### src/rtl/boxcar_pkg.sv
package boxcar_pkg;

  // Factor actually used for a requested code: 0 -> 1, above max -> max.
  function automatic int unsigned clamp_len(input int unsigned req,
                                            input int unsigned maxv);
    if (req == 0) return 1;
    if (req > maxv) return maxv;
    return req;
  endfunction

endpackage

### src/rtl/boxcar_ctrl.sv
module boxcar_ctrl #(
  parameter int MAX_DEC = 64,
  parameter int DEC_W   = 7
) (
  input  logic             clk,
  input  logic             rst_n,
  input  logic             in_valid,
  input  logic [DEC_W-1:0] dec_len,
  output logic             dump,
  output logic [DEC_W-1:0] cnt_q,
  output logic [DEC_W-1:0] len_q
);

  logic [DEC_W-1:0] req_len;
  logic [DEC_W-1:0] eff_len;
  logic [DEC_W:0]   cnt_next;
  logic             block_start;

  assign req_len     = DEC_W'(boxcar_pkg::clamp_len(32'(dec_len), 32'(MAX_DEC)));
  assign block_start = (cnt_q == '0);
  assign eff_len     = block_start ? req_len : len_q;
  assign cnt_next    = {1'b0, cnt_q} + 1'b1;
  assign dump        = in_valid && (cnt_next == {1'b0, eff_len});

  always_ff @(posedge clk) begin
    if (!rst_n) begin
      cnt_q <= '0;
      len_q <= DEC_W'(1);
    end else if (in_valid) begin
      cnt_q <= dump ? '0 : cnt_next[DEC_W-1:0];
      if (block_start) len_q <= eff_len;
    end
  end

endmodule

### src/rtl/boxcar_lane.sv
module boxcar_lane #(
  parameter int IN_W    = 12,
  parameter int ACC_W   = 18,
  parameter int OUT_W   = 16,
  parameter int SHIFT_W = 5
) (
  input  logic                    clk,
  input  logic                    rst_n,
  input  logic                    in_valid,
  input  logic                    dump,
  input  logic signed [IN_W-1:0]  sample,
  input  logic [SHIFT_W-1:0]      shift_sel,
  output logic signed [ACC_W-1:0] acc_q,
  output logic signed [OUT_W-1:0] res_q
);

  // Arithmetic shift, sign extension to a safe width, keep the low OUT_W bits.
  function automatic logic signed [OUT_W-1:0] scale_trunc(
      input logic signed [ACC_W-1:0] v,
      input logic [SHIFT_W-1:0]      s);
    logic signed [ACC_W-1:0]       shifted;
    logic signed [ACC_W+OUT_W-1:0] wide;
    shifted = v >>> s;
    wide    = (ACC_W+OUT_W)'(shifted);
    return $signed(wide[OUT_W-1:0]);
  endfunction

  logic signed [ACC_W-1:0] sum_now;

  assign sum_now = acc_q + ACC_W'(sample);

  always_ff @(posedge clk) begin
    if (!rst_n) begin
      acc_q <= '0;
      res_q <= '0;
    end else if (in_valid) begin
      acc_q <= dump ? '0 : sum_now;
      if (dump) res_q <= scale_trunc(sum_now, shift_sel);
    end
  end

endmodule

### src/rtl/iq_boxcar_decim.sv
module iq_boxcar_decim #(
  parameter int IN_W    = 12,
  parameter int OUT_W   = 16,
  parameter int MAX_DEC = 64,
  localparam int DEC_W   = $clog2(MAX_DEC + 1),
  localparam int ACC_W   = IN_W + $clog2(MAX_DEC),
  localparam int SHIFT_W = (ACC_W > 1) ? $clog2(ACC_W) : 1
) (
  input  logic                    clk,
  input  logic                    rst_n,
  input  logic [DEC_W-1:0]        dec_len,
  input  logic [SHIFT_W-1:0]      shift_sel,
  input  logic                    in_valid,
  input  logic signed [IN_W-1:0]  in_i,
  input  logic signed [IN_W-1:0]  in_q,
  output logic                    out_valid,
  output logic signed [OUT_W-1:0] out_i,
  output logic signed [OUT_W-1:0] out_q
);

  localparam int LANES = 2;

  // Internal events brought out by name for the checker.
  logic                    dump_evt;
  logic [DEC_W-1:0]        blk_cnt;
  logic [DEC_W-1:0]        blk_len;
  logic signed [ACC_W-1:0] acc_i_w;
  logic signed [ACC_W-1:0] acc_q_w;

  logic signed [IN_W-1:0]  lane_in  [LANES];
  logic signed [ACC_W-1:0] lane_acc [LANES];
  logic signed [OUT_W-1:0] lane_res [LANES];

  assign lane_in[0] = in_i;
  assign lane_in[1] = in_q;

  boxcar_ctrl #(
    .MAX_DEC (MAX_DEC),
    .DEC_W   (DEC_W)
  ) u_ctrl (
    .clk      (clk),
    .rst_n    (rst_n),
    .in_valid (in_valid),
    .dec_len  (dec_len),
    .dump     (dump_evt),
    .cnt_q    (blk_cnt),
    .len_q    (blk_len)
  );

  for (genvar ch = 0; ch < LANES; ch++) begin : g_lane
    boxcar_lane #(
      .IN_W    (IN_W),
      .ACC_W   (ACC_W),
      .OUT_W   (OUT_W),
      .SHIFT_W (SHIFT_W)
    ) u_lane (
      .clk       (clk),
      .rst_n     (rst_n),
      .in_valid  (in_valid),
      .dump      (dump_evt),
      .sample    (lane_in[ch]),
      .shift_sel (shift_sel),
      .acc_q     (lane_acc[ch]),
      .res_q     (lane_res[ch])
    );
  end

  assign acc_i_w = lane_acc[0];
  assign acc_q_w = lane_acc[1];
  assign out_i   = lane_res[0];
  assign out_q   = lane_res[1];

  always_ff @(posedge clk) begin
    if (!rst_n) out_valid <= 1'b0;
    else        out_valid <= dump_evt;
  end

endmodule

### config.mk
export PLATFORM = sky130hd
export DESIGN_NAME = iq_boxcar_decim
export DESIGN_NICKNAME = d
export VERILOG_FILES = /design/src/rtl/boxcar_pkg.sv /design/src/rtl/boxcar_ctrl.sv /design/src/rtl/boxcar_lane.sv /design/src/rtl/iq_boxcar_decim.sv
export SDC_FILE = /design/constraint.sdc
export NUM_CORES = 1
export LEC_CHECK = 0
export CAP_MARGIN = 20
export CORE_MARGIN = 1
export CORE_UTILIZATION = 35
export DETAILED_ROUTE_END_ITERATION = 10
export GPL_TIMING_DRIVEN = 0
export PLACE_DENSITY = 0.55
export SYNTH_ARGS = -nofsm -noshare
export SYNTH_HDL_FRONTEND = slang
export SYNTH_SLANG_ARGS = --single-unit
### constraint.sdc
create_clock -name clk -period 4.1 [get_ports clk]
set_input_delay 0.82 -clock clk [delete_from_list [all_inputs] [get_ports clk]]
set_output_delay 0.82 -clock clk [all_outputs]
set_load 0.1 [all_outputs]
==> impl_metrics.csv, run 1 <==
group,metric,value,unit
run_status,status,"complete, no violations",
cts,cts.sinks,83,
logic_synthesis,synth_top_area_cell,"dfxtp_1",
timing,final_max_slew_viol_count,0,
drt,drc,0,
logic_synthesis,synthArstFlopShare,0,
logic_synthesis,yosysMostFrequentCell,"nand2_1",
drt,wl_per_cell,21.4,um
cts,holdBufCountCts,0,
cells_and_area,nNetsFinal,1162,
logic_synthesis,synth_seq_area_share,0.218,
logic_synthesis,synth_seq_cells,83,
cts,clockBufferDepth,2,
cts,cts_tree,"yes",
die,die_h,150,um
die,chipWidth,150,um
min_path,hold_path_class,"reg2reg",
timing,setup_violations,0,
power,swShare,0.469,
drt,vias,8438,
timing,min_period,3950,ps
cells_and_area,area_growth,17.8,%
placed_design,pre_cts_slack,-492,ps
timing,tightestPinTransition,983,ps
setup_path,cp_max_fo,6,
placed_design,numPortBuffers,67,
logic_synthesis,synth_top_area_frac,0.218,
global_routing,grt_max_degree,18,
drt,wl,29.2,mm
drt,met3_length,2.61,mm
logic_synthesis,synthCells,1007,
setup_path,crit_arrival,4190,ps
timing,fin_crit_sh,0.963,
logic_synthesis,synth_nets,1084,
logic_synthesis,synthTopCellsByCount,"nand2_1 (99), a21oi_1 (96), dfxtp_1 (83)",
setup_path,end_kind,"flip-flop",
power,ir_worst_vdd,207,uV
setup_path,cp.required,4350,ps
timing,max_freq,0.253,GHz
setup_path,worst_path_largest_cell_delay,560,ps
timing,maxSlewHeadroom,0.343,
global_routing,antenna_found_initial,0,
setup_path,crit_path_start_kind,"primary input",
power,switchingPower,1.76,mW
cts,root_buffer,"clkbuf_16",
logic_synthesis,ys_types,83,
drt,avgViaCountPerCell,6.18,
die,die_area,22400,um^2
global_routing,grt_use_total,0.266,
placed_design,place_congestion,0.944,
power,p_comb_frac,0.520,
drt,top_layer,"met4",
setup_path,cpMaxStageDelayCell,"mux4_2",
logic_synthesis,synth_flop_cell,"dfxtp_1",
cts,clk_latency,370,ps
cells_and_area,multiInputGateArea,5560,um^2
logic_synthesis,syn_area_per_cell,7.56,um^2
setup_path,crit_chain,"clkdlybuf4s50_1 -> ha_1 -> fa_1 -> a211o_1 -> a21o_1 -> o21ai_1 -> xnor2_1 -> mux4_2 -> a221oi_1 -> a31oi_1",
setup_path,critical_path_class,"in2reg",
global_routing,grt_pass1_vias,7839,
timing,finalHoldViolCount,0,
drt,wl_met2,12.4,mm
power,p_per_area,419,nW/um^2
logic_synthesis,ys_warn_count,0,
cts,cts_made_buffers,9,
cells_and_area,drive_gt1_frac,0.0927,
cells_and_area,antennaDiodeCount,0,
die,num_rows,53,
setup_path,cp_top_family,"compound AO/OA/AOI/OAI gates",
die,coreArea,21200,um^2
setup_path,crit_buf_inv,1,
timing,fin_skew,13.4,ps
timing,fin_tns_setup,0,ps
global_routing,grt_overflow,0,
drt,ant_nets,0,
logic_synthesis,synthTopCellsByArea,"dfxtp_1 (22%), a21oi_1 (6.3%), ha_1 (5.9%)",
power,seqPwrFrac,0.251,
logic_synthesis,synth_area,7610,um^2
drt,detail_route.iter0.violations,940,
power,power.leakage,3.40,nW
cells_and_area,final_core_util,0.424,
power,internal-power,1.99,mW
cells_and_area,final-seq-area,1660,um^2
die,io_pins,72,
flow_run,drv_cap,0,
timing,layout_setup_ws,151,ps
logic_synthesis,synth_edf_count,0,
drt,dr.pass1.iters,5,
die,start_util,0.360,
global_routing,grt_pass1_wl,45.3,mm
cts,clk_pin_slew,80,ps
drt,wl_met1,13.4,mm
power,clockPowerShare,0.229,
placed_design,dp_hpwl,22.4,mm
cells_and_area,fill_cells,2149,
power,finalPower,3.75,mW
cts,ctsHtreeMaxLevel,3,
==> timing repair <==
item                                    in CTS  in global routing
setup buffers                                0                  0
endpoints found under the setup margin       5                 21
resized for setup                            3                  8
==> power by group through the flow <==
stage	Combinational (mW)	Sequential, mW	Clock [mW]
2_1_floorplan	1.19	1.14	0
3_3_place_gp	1.89	0.960	0
3_5_place_dp	1.88	0.961	0
6_report	1.95	0.943	0.858
5_1_grt	2.11	0.951	0.903
4_1_cts	1.90	0.943	0.872
==> worst paths after layout <==
check / depth (start not counted) / slack, ps / from / to
worst max register to register: 10 / 750 / g_lane[1].u_lane.acc_q[0] / g_lane[1].u_lane.res_q[14]
worst max-delay path: 10 / 150 / in_i[0] / g_lane[0].u_lane.res_q[1]
worst min register to register: 2 / 470 / g_lane[0].u_lane.acc_q[5] / g_lane[0].u_lane.acc_q[5]
worst min-delay path: 2 / 470 / g_lane[0].u_lane.acc_q[5] / g_lane[0].u_lane.acc_q[5]
==> state kept, by name (all words and copies together), names as in the netlist <==
signal,cells
g_lane.u_lane.acc_q,36
u_ctrl.len_q,7
g_lane.u_lane.res_q,32
out_valid,1
u_ctrl.cnt_q,7
==> routing by layer <==
| layer | GRT usage | up-vias |
|---|---|---|
| met5 | 0 | - |
| met4 | 0.0929 | 0 |
| met3 | 0.0683 | 39 |
| met2 | 0.390 | 384 |
| met1 | 0.373 | 3988 |
| li1 | - | 4027 |
==> area by class of cell <==
type	instances	share of cell area
multi-input cells	827	0.619
flip-flops and latches	83	0.185
repair buffers	67	0.0753
plain buffers	77	0.0403
well taps	275	0.0384
clock buffers	9	0.0251
inverters	20	0.00837
clock inverters	7	0.00781
==> per-stage QoR <==
| stage | hold WS (ps) | instance area (um^2) | instances |
|---|---|---|---|
| finish | 468 | 8970 | 1365 |
| global route | 482 | 8970 | 1365 |
| CTS | 470 | 8940 | 1365 |
| detailed placement | 459 | 8630 | 1349 |
| global placement | 454 | 8630 | 1349 |
| floorplan | 445 | 7610 | 1007 |
==> worst reg2reg max path, cell delays in order (launching register included) <==
cell and delay (ps):
dfxtp_1 320, ha_1 200, fa_1 460, a211oi_4 330, o211ai_1 220, a21oi_2 230
nor3_1 90, or3_1 480, mux4_2 560, a21oi_1 250, a21oi_1 100
==> kinds of logic after synthesis <==
logic type               synth area share
buffers and inverters              0.0573
multiplexers                       0.0684
flip-flops                          0.218
AO/OA/AOI/OAI                       0.332
adder cells (fa/ha/maj)            0.0644
XOR/XNOR                           0.0253
AND/OR/NAND/NOR                     0.235
==> layout by cell type, fill, tap and decap left out, drive strengths merged, types with 17 or more instances in the layout <==
cell and count:
nor2 77, nand3 63, clkbuf 56, clkdlybuf4s50 65, o211ai 28, nor3 23
nand4 17, nand2 99, and3 17, a31oi 29, inv 23, a21oi 97
ha 36, o21ai 65, dfxtp 83, a211oi 20, buf 30
Note: power is estimated with default switching activity, not from simulation.
==> inputs of run 2 (changes only) <==
ABC_AREA = 1   (was not set)
PLACE_DENSITY = 0.56   (was 0.55)
==> impl_metrics.csv, run 2 <==
group,metric,value,unit
run_status,status,"complete, no violations",
timing,finalHoldViolCount,0,
cts,clk_latency,360,ps
die,start_util,0.358,
setup_path,crit_path_start_kind,"primary input",
logic_synthesis,synth_nets,1214,
setup_path,end_kind,"flip-flop",
cells_and_area,largest_reg_flops,36,
die,die_h,141,um
timing,final_max_slew_viol_count,0,
cts,clk_pin_slew,70,ps
setup_path,cp_max_fo,7,
cts,cts_resized,0,
logic_synthesis,synth_edf_count,0,
drt,wl_per_cell,15.3,um
logic_synthesis,ys_types,35,
cells_and_area,area_growth,18.9,%
logic_synthesis,synthArstFlopShare,0,
setup_path,cpMaxStageDelayCell,"clkdlybuf4s50_1",
logic_synthesis,synth_flop_cell,"dfxtp_1",
global_routing,grt_pass1_wl,36.2,mm
die,die_area,19800,um^2
cts,cts.sinks,83,
placed_design,place_congestion,0.951,
global_routing,grt_overflow,0,
logic_synthesis,synth_area,6750,um^2
cts,root_buffer,"clkbuf_16",
drt,vias,7516,
setup_path,cpMostUsedCell,"nand2_1",
timing,max_freq,0.303,GHz
cells_and_area,antennaDiodeCount,0,
timing,tightestPinTransition,992,ps
cells_and_area,regMostFlops,"g_lane.u_lane.acc_q",
setup_path,cp_top_family,"simple AND/OR/NAND/NOR gates",
global_routing,antenna_found_initial,0,
logic_synthesis,syn_area_per_cell,5.94,um^2
cells_and_area,final_common_cell,"nand2_1",
global_routing,grt_pass1_vias,6982,
drt,ant_nets,0,
setup_path,worst_path_largest_cell_delay,580,ps
logic_synthesis,synth_top_area_frac,0.246,
cells_and_area,final_cell_mix,"nand2_1 (393), nand3_1 (190), a21oi_1 (111), inv_1 (103), dfxtp_1 (83)",
timing,setup_violations,0,
flow_run,drv_cap,0,
die,coreArea,18800,um^2
logic_synthesis,synthTopCellsByCount,"nand2_1 (393), nand3_1 (190), a21oi_1 (111)",
drt,drc,0,
drt,dr.pass1.iters,5,
power,power.leakage,3.86,nW
cts,holdBufCountCts,0,
setup_path,crit_arrival,3580,ps
logic_synthesis,synth_seq_area_share,0.246,
logic_synthesis,synthCells,1137,
cells_and_area,multiInputGateArea,4490,um^2
timing,fin_tns_setup,0,ps
placed_design,numPortBuffers,67,
cts,post_cts.repair.setup_buffers,0,
logic_synthesis,ys_warn_count,0,
logic_synthesis,synth_top_area_cell,"dfxtp_1",
drt,avgViaCountPerCell,5.08,
global_routing,grt_use_total,0.234,
timing,rsz0062_at_grt,"false",
setup_path,crit_buf_inv,2,
setup_path,critical_path_class,"in2reg",
drt,wl,22.6,mm
logic_synthesis,synthTopCellsByArea,"dfxtp_1 (25%), nand2_1 (22%), nand3_1 (14%)",
cells_and_area,drive_gt1_frac,0.0336,
cts,ctsHtreeMaxLevel,3,
logic_synthesis,yosysMostFrequentCell,"nand2_1",
cells_and_area,final_core_util,0.426,
placed_design,dp_hpwl,18.1,mm
power,ir_worst_vdd,198,uV
cts,clockBufferDepth,2,
logic_synthesis,synth_seq_cells,83,
timing,fin_skew,10.3,ps
setup_path,crit_chain,"clkdlybuf4s50_1 -> ha_1 -> nand2_1 -> nor2_1 -> inv_1 -> nor3_1 -> nand2_1 -> nand2_1 -> nand2_1 -> nand2_1 -> nand2_1 -> nand2_1 -> nand2_1 -> nand2_1 -> nand2_1 -> nand2_1 -> nand2_1 -> a21oi_1",
cells_and_area,nNetsFinal,1292,
drt,detail_route.iter0.violations,474,
setup_path,cp.required,4380,ps
cells_and_area,fill_cells,2059,
cts,cts_made_buffers,9,
die,chipWidth,141,um
cells_and_area,reg_top3,"g_lane.u_lane.acc_q: 36 flops, g_lane.u_lane.res_q: 32 flops",
timing,fin_crit_sh,0.805,
die,num_rows,50,
cells_and_area,final-seq-area,1660,um^2
die,io_pins,72,
global_routing,grt_max_degree,16,
cts,cts_tree,"yes",
min_path,hold_path_class,"reg2reg",
timing,min_period,3300,ps
power,p_per_area,384,nW/um^2
timing,maxSlewHeadroom,0.337,
run 2: logic make-up (layout without fill, tap and decap cells):
kind of cell	count (synthesis)	count (layout)	share of synthesized area
xor gates and xnor gates	15	15	0.0195
and+or+nand+nor	662	662	0.426
AOI/OAI and AO/OA	188	188	0.146
DFF	83	83	0.246
buffers and inverters	151	234	0.0890
adders and majority gates	38	38	0.0727
run 2: layout make-up:
type,count,share of cell area
Sequential cell,83,0.207
Tap cell,260,0.0405
Timing Repair Buffer,67,0.0836
Clock inverter,6,0.00608
Buffer,45,0.0253
Inverter,106,0.0496
Clock buffer,10,0.0285
Multi-Input combinational cell,903,0.559
run 2: worst register-to-register path: cells and delay by family, from the launching register on:
family                   cells  cell delay (ps)
AO/OA/AOI/OAI                1               60
AND/OR/NAND/NOR             11             1110
buffers and inverters        1               40
adder cells (fa/ha/maj)      2              660
flip-flops                   1              320
XOR/XNOR                     1              330
run 2: path summary, 6_finish.rpt:
| check | startpoint | to | slack [ps] | cells after the start |
|---|---|---|---|---|
| max | in_i[11] | g_lane[0].u_lane.res_q[0] | 800 | 18 |
| min | g_lane[0].u_lane.res_q[0] | g_lane[0].u_lane.res_q[0] | 470 | 2 |
| max reg2reg | g_lane[0].u_lane.acc_q[0] | g_lane[0].u_lane.res_q[0] | 1450 | 16 |
| min reg2reg | g_lane[0].u_lane.res_q[0] | g_lane[0].u_lane.res_q[0] | 470 | 2 |
run 2: routing by layer:
layer,wire length [um],global-route usage,vias up
met5,0,0,-
met4,385,0.0572,0
met3,718,0.0289,29
met2,10900,0.415,153
met1,10600,0.299,3421
li1,-,-,3913
run 2: where the power goes:
group          switching [mW]  internal [mW]
clock network           0.388          0.417
logic                   0.933          0.418
registers              0.0413          0.881
total                    1.36           1.72
run 2: through the flow:
stage                     worst slack [ps]  instance area (um^2)  hold WS [ps]  total power, mW  std cells
after floorplan                       1430                  6750           445             1.92       1137
after global placement                 465                  7740           458             2.28       1464
after detailed placement               455                  7740           460             2.28       1464
after CTS                              803                  8020           471             3.09       1480
after global routing                   558                  8020           485             3.28       1480
final                                  800                  8020           469             3.08       1480
==> inputs of run 3 (changes only) <==
clock period = 3.15 ns   (was 4.1 ns; I/O delays follow)
==> impl_metrics.csv, run 3 (synthesis gave the netlist of run 2 again) <==
group,metric,value,unit
timing,fin_skew,10.9,ps
cells_and_area,nNetsFinal,1292,
drt,wl_met2,11.0,mm
die,io_pins,72,
global_routing,grt_max_degree,16,
setup_path,crit_path_start_kind,"primary input",
cts,root_buffer,"clkbuf_16",
setup_path,crit_arrival,3290,ps
timing,layout_setup_ws,141,ps
cells_and_area,multiInputGateArea,4560,um^2
setup_path,worst_path_largest_cell_delay,430,ps
setup_path,cp_max_fo,3,
die,die_area,19800,um^2
min_path,hold_start,"g_lane[0].u_lane.acc_q[10]",
setup_path,r2r_end,"g_lane[0].u_lane.res_q[0]",
drt,wl_per_cell,15.4,um
timing,setup_violations,0,
cells_and_area,final-seq-area,1660,um^2
flow_run,drv_cap,0,
global_routing,antenna_found_initial,0,
cells_and_area,final_cell_mix,"nand2_1 (391), nand3_1 (185), a21oi_1 (111), inv_1 (103), dfxtp_1 (83)",
drt,vias,7523,
timing,tightestPinTransition,992,ps
setup_path,cp_top_family,"simple AND/OR/NAND/NOR gates",
timing,finalHoldViolCount,0,
drt,met3_length,705,um
global_routing,grt_pass1_vias,6982,
placed_design,pre_cts_slack,-305,ps
drt,wl,22.8,mm
drt,ant_nets,0,
global_routing,grt_overflow,0,
drt,wl_met1,10.7,mm
timing,maxSlewHeadroom,0.337,
cells_and_area,largest_reg_flops,36,
die,start_util,0.358,
setup_path,crit_chain,"clkdlybuf4s50_1 -> ha_1 -> fa_2 -> nand3_1 -> nand2_1 -> nand2_1 -> nand2_1 -> nand3_1 -> nand3_1 -> nand3_1 -> nand3_1 -> nand2_1 -> nand2_1 -> nand2_1 -> nand2_1 -> nand2_1 -> nand2_1 -> a21oi_1",
cts,holdBufCountCts,0,
timing,fin_tns_setup,0,ps
min_path,hold_path_class,"reg2reg",
global_routing,grt_pass1_wl,36.2,mm
cells_and_area,antennaDiodeCount,0,
cells_and_area,regMostFlops,"g_lane.u_lane.acc_q",
cells_and_area,fill_cells,2061,
cells_and_area,area_growth,20.0,%
die,die_h,141,um
timing,max_freq,0.332,GHz
setup_path,cpMostUsedCell,"nand2_1",
die,num_rows,50,
cts,clk_latency,360,ps
power,p_per_area,499,nW/um^2
die,chipWidth,141,um
drt,detail_route.iter0.violations,552,
cts,clk_pin_slew,70,ps
setup_path,cpMaxStageDelayCell,"clkdlybuf4s50_1",
drt,avgViaCountPerCell,5.08,
power,power.leakage,3.90,nW
die,coreArea,18800,um^2
timing,rsz0062_at_grt,"false",
cts,clockBufferDepth,2,
global_routing,grt_use_total,0.234,
setup_path,r2r_start,"g_lane[0].u_lane.acc_q[0]",
placed_design,dp_hpwl,18.1,mm
setup_path,ff2ff_setup_slack,560,ps
cts,cts_resized,0,
power,ir_worst_vdd,258,uV
setup_path,cp.required,3430,ps
cts,post_cts.repair.setup_buffers,0,
drt,top_layer,"met4",
timing,fin_crit_sh,0.955,
cts,ctsHtreeMaxLevel,3,
setup_path,end_kind,"flip-flop",
min_path,whs_endpoint,"g_lane[0].u_lane.acc_q[10]",
cts,cts_tree,"yes",
run_status,status,"complete, no violations",
cts,cts_made_buffers,9,
cells_and_area,reg_top3,"g_lane.u_lane.acc_q: 36 flops, g_lane.u_lane.res_q: 32 flops",
setup_path,critical_path_class,"in2reg",
power,finalPower,4.04,mW
drt,drc,0,
cells_and_area,drive_gt1_frac,0.0459,
setup_path,crit_buf_inv,1,
cts,cts.sinks,83,
cells_and_area,final_common_cell,"nand2_1",
timing,min_period,3010,ps
timing,final_max_slew_viol_count,0,
min_path,worstHoldPathCells,2,
placed_design,place_congestion,0.951,
setup_path,r2r_cells,17,
drt,dr.pass1.iters,5,
placed_design,numPortBuffers,67,
==> run 3: worst max path at each step <==
stage	endpoint	slack, ps	startpoint	cells past startpoint
after floorplan	g_lane[1].u_lane.res_q[0]	670	in_q[0]	15
after global placement	g_lane[0].u_lane.res_q[0]	-290	in_i[11]	18
after detailed placement	g_lane[0].u_lane.res_q[6]	-300	in_i[0]	16
after CTS	g_lane[0].u_lane.res_q[6]	40	in_i[0]	16
after global routing	g_lane[1].u_lane.res_q[5]	7	in_q[0]	16
final	g_lane[0].u_lane.res_q[0]	140	in_i[0]	18
==> run 3: cell type report <==
class,instances,share of cell area
inverter,106,0.0491
timing repair buffer,67,0.0834
clock inverter,6,0.00602
buffer,45,0.0250
tap,260,0.0402
sequential,83,0.205
clock buffer,10,0.0283
multi-input combinational,903,0.563
==> run 3: routing by layer <==
metal  vias to the layer above  GRT usage
met4                         0     0.0572
met5                         -          0
li1                       3911          -
met1                      3444      0.299
met3                        26     0.0289
met2                       142      0.415
==> run 3: worst min-delay path, delay by kind of cell, from the launching register on <==
kind,cells,cell delay (ps)
DFF,1,310
and+or+nand+nor,1,60
AOI/OAI and AO/OA,1,50
==> run 3: where the power goes <==
| group | internal, mW | switching, mW |
|---|---|---|
| Sequential | 1.15 | 0.0545 |
| Combinational | 0.558 | 1.23 |
| Clock | 0.543 | 0.507 |
| Total | 2.25 | 1.79 |
==> run 3: per-stage QoR <==
step	cell area [um^2]	utilization	hold slack, ps	cells
finish	8100	0.430	469	1480
global route	8100	0.430	485	1480
CTS	8020	0.426	471	1480
detailed placement	7740	0.411	460	1464
global placement	7740	0.411	458	1464
floorplan	6750	-	445	1137
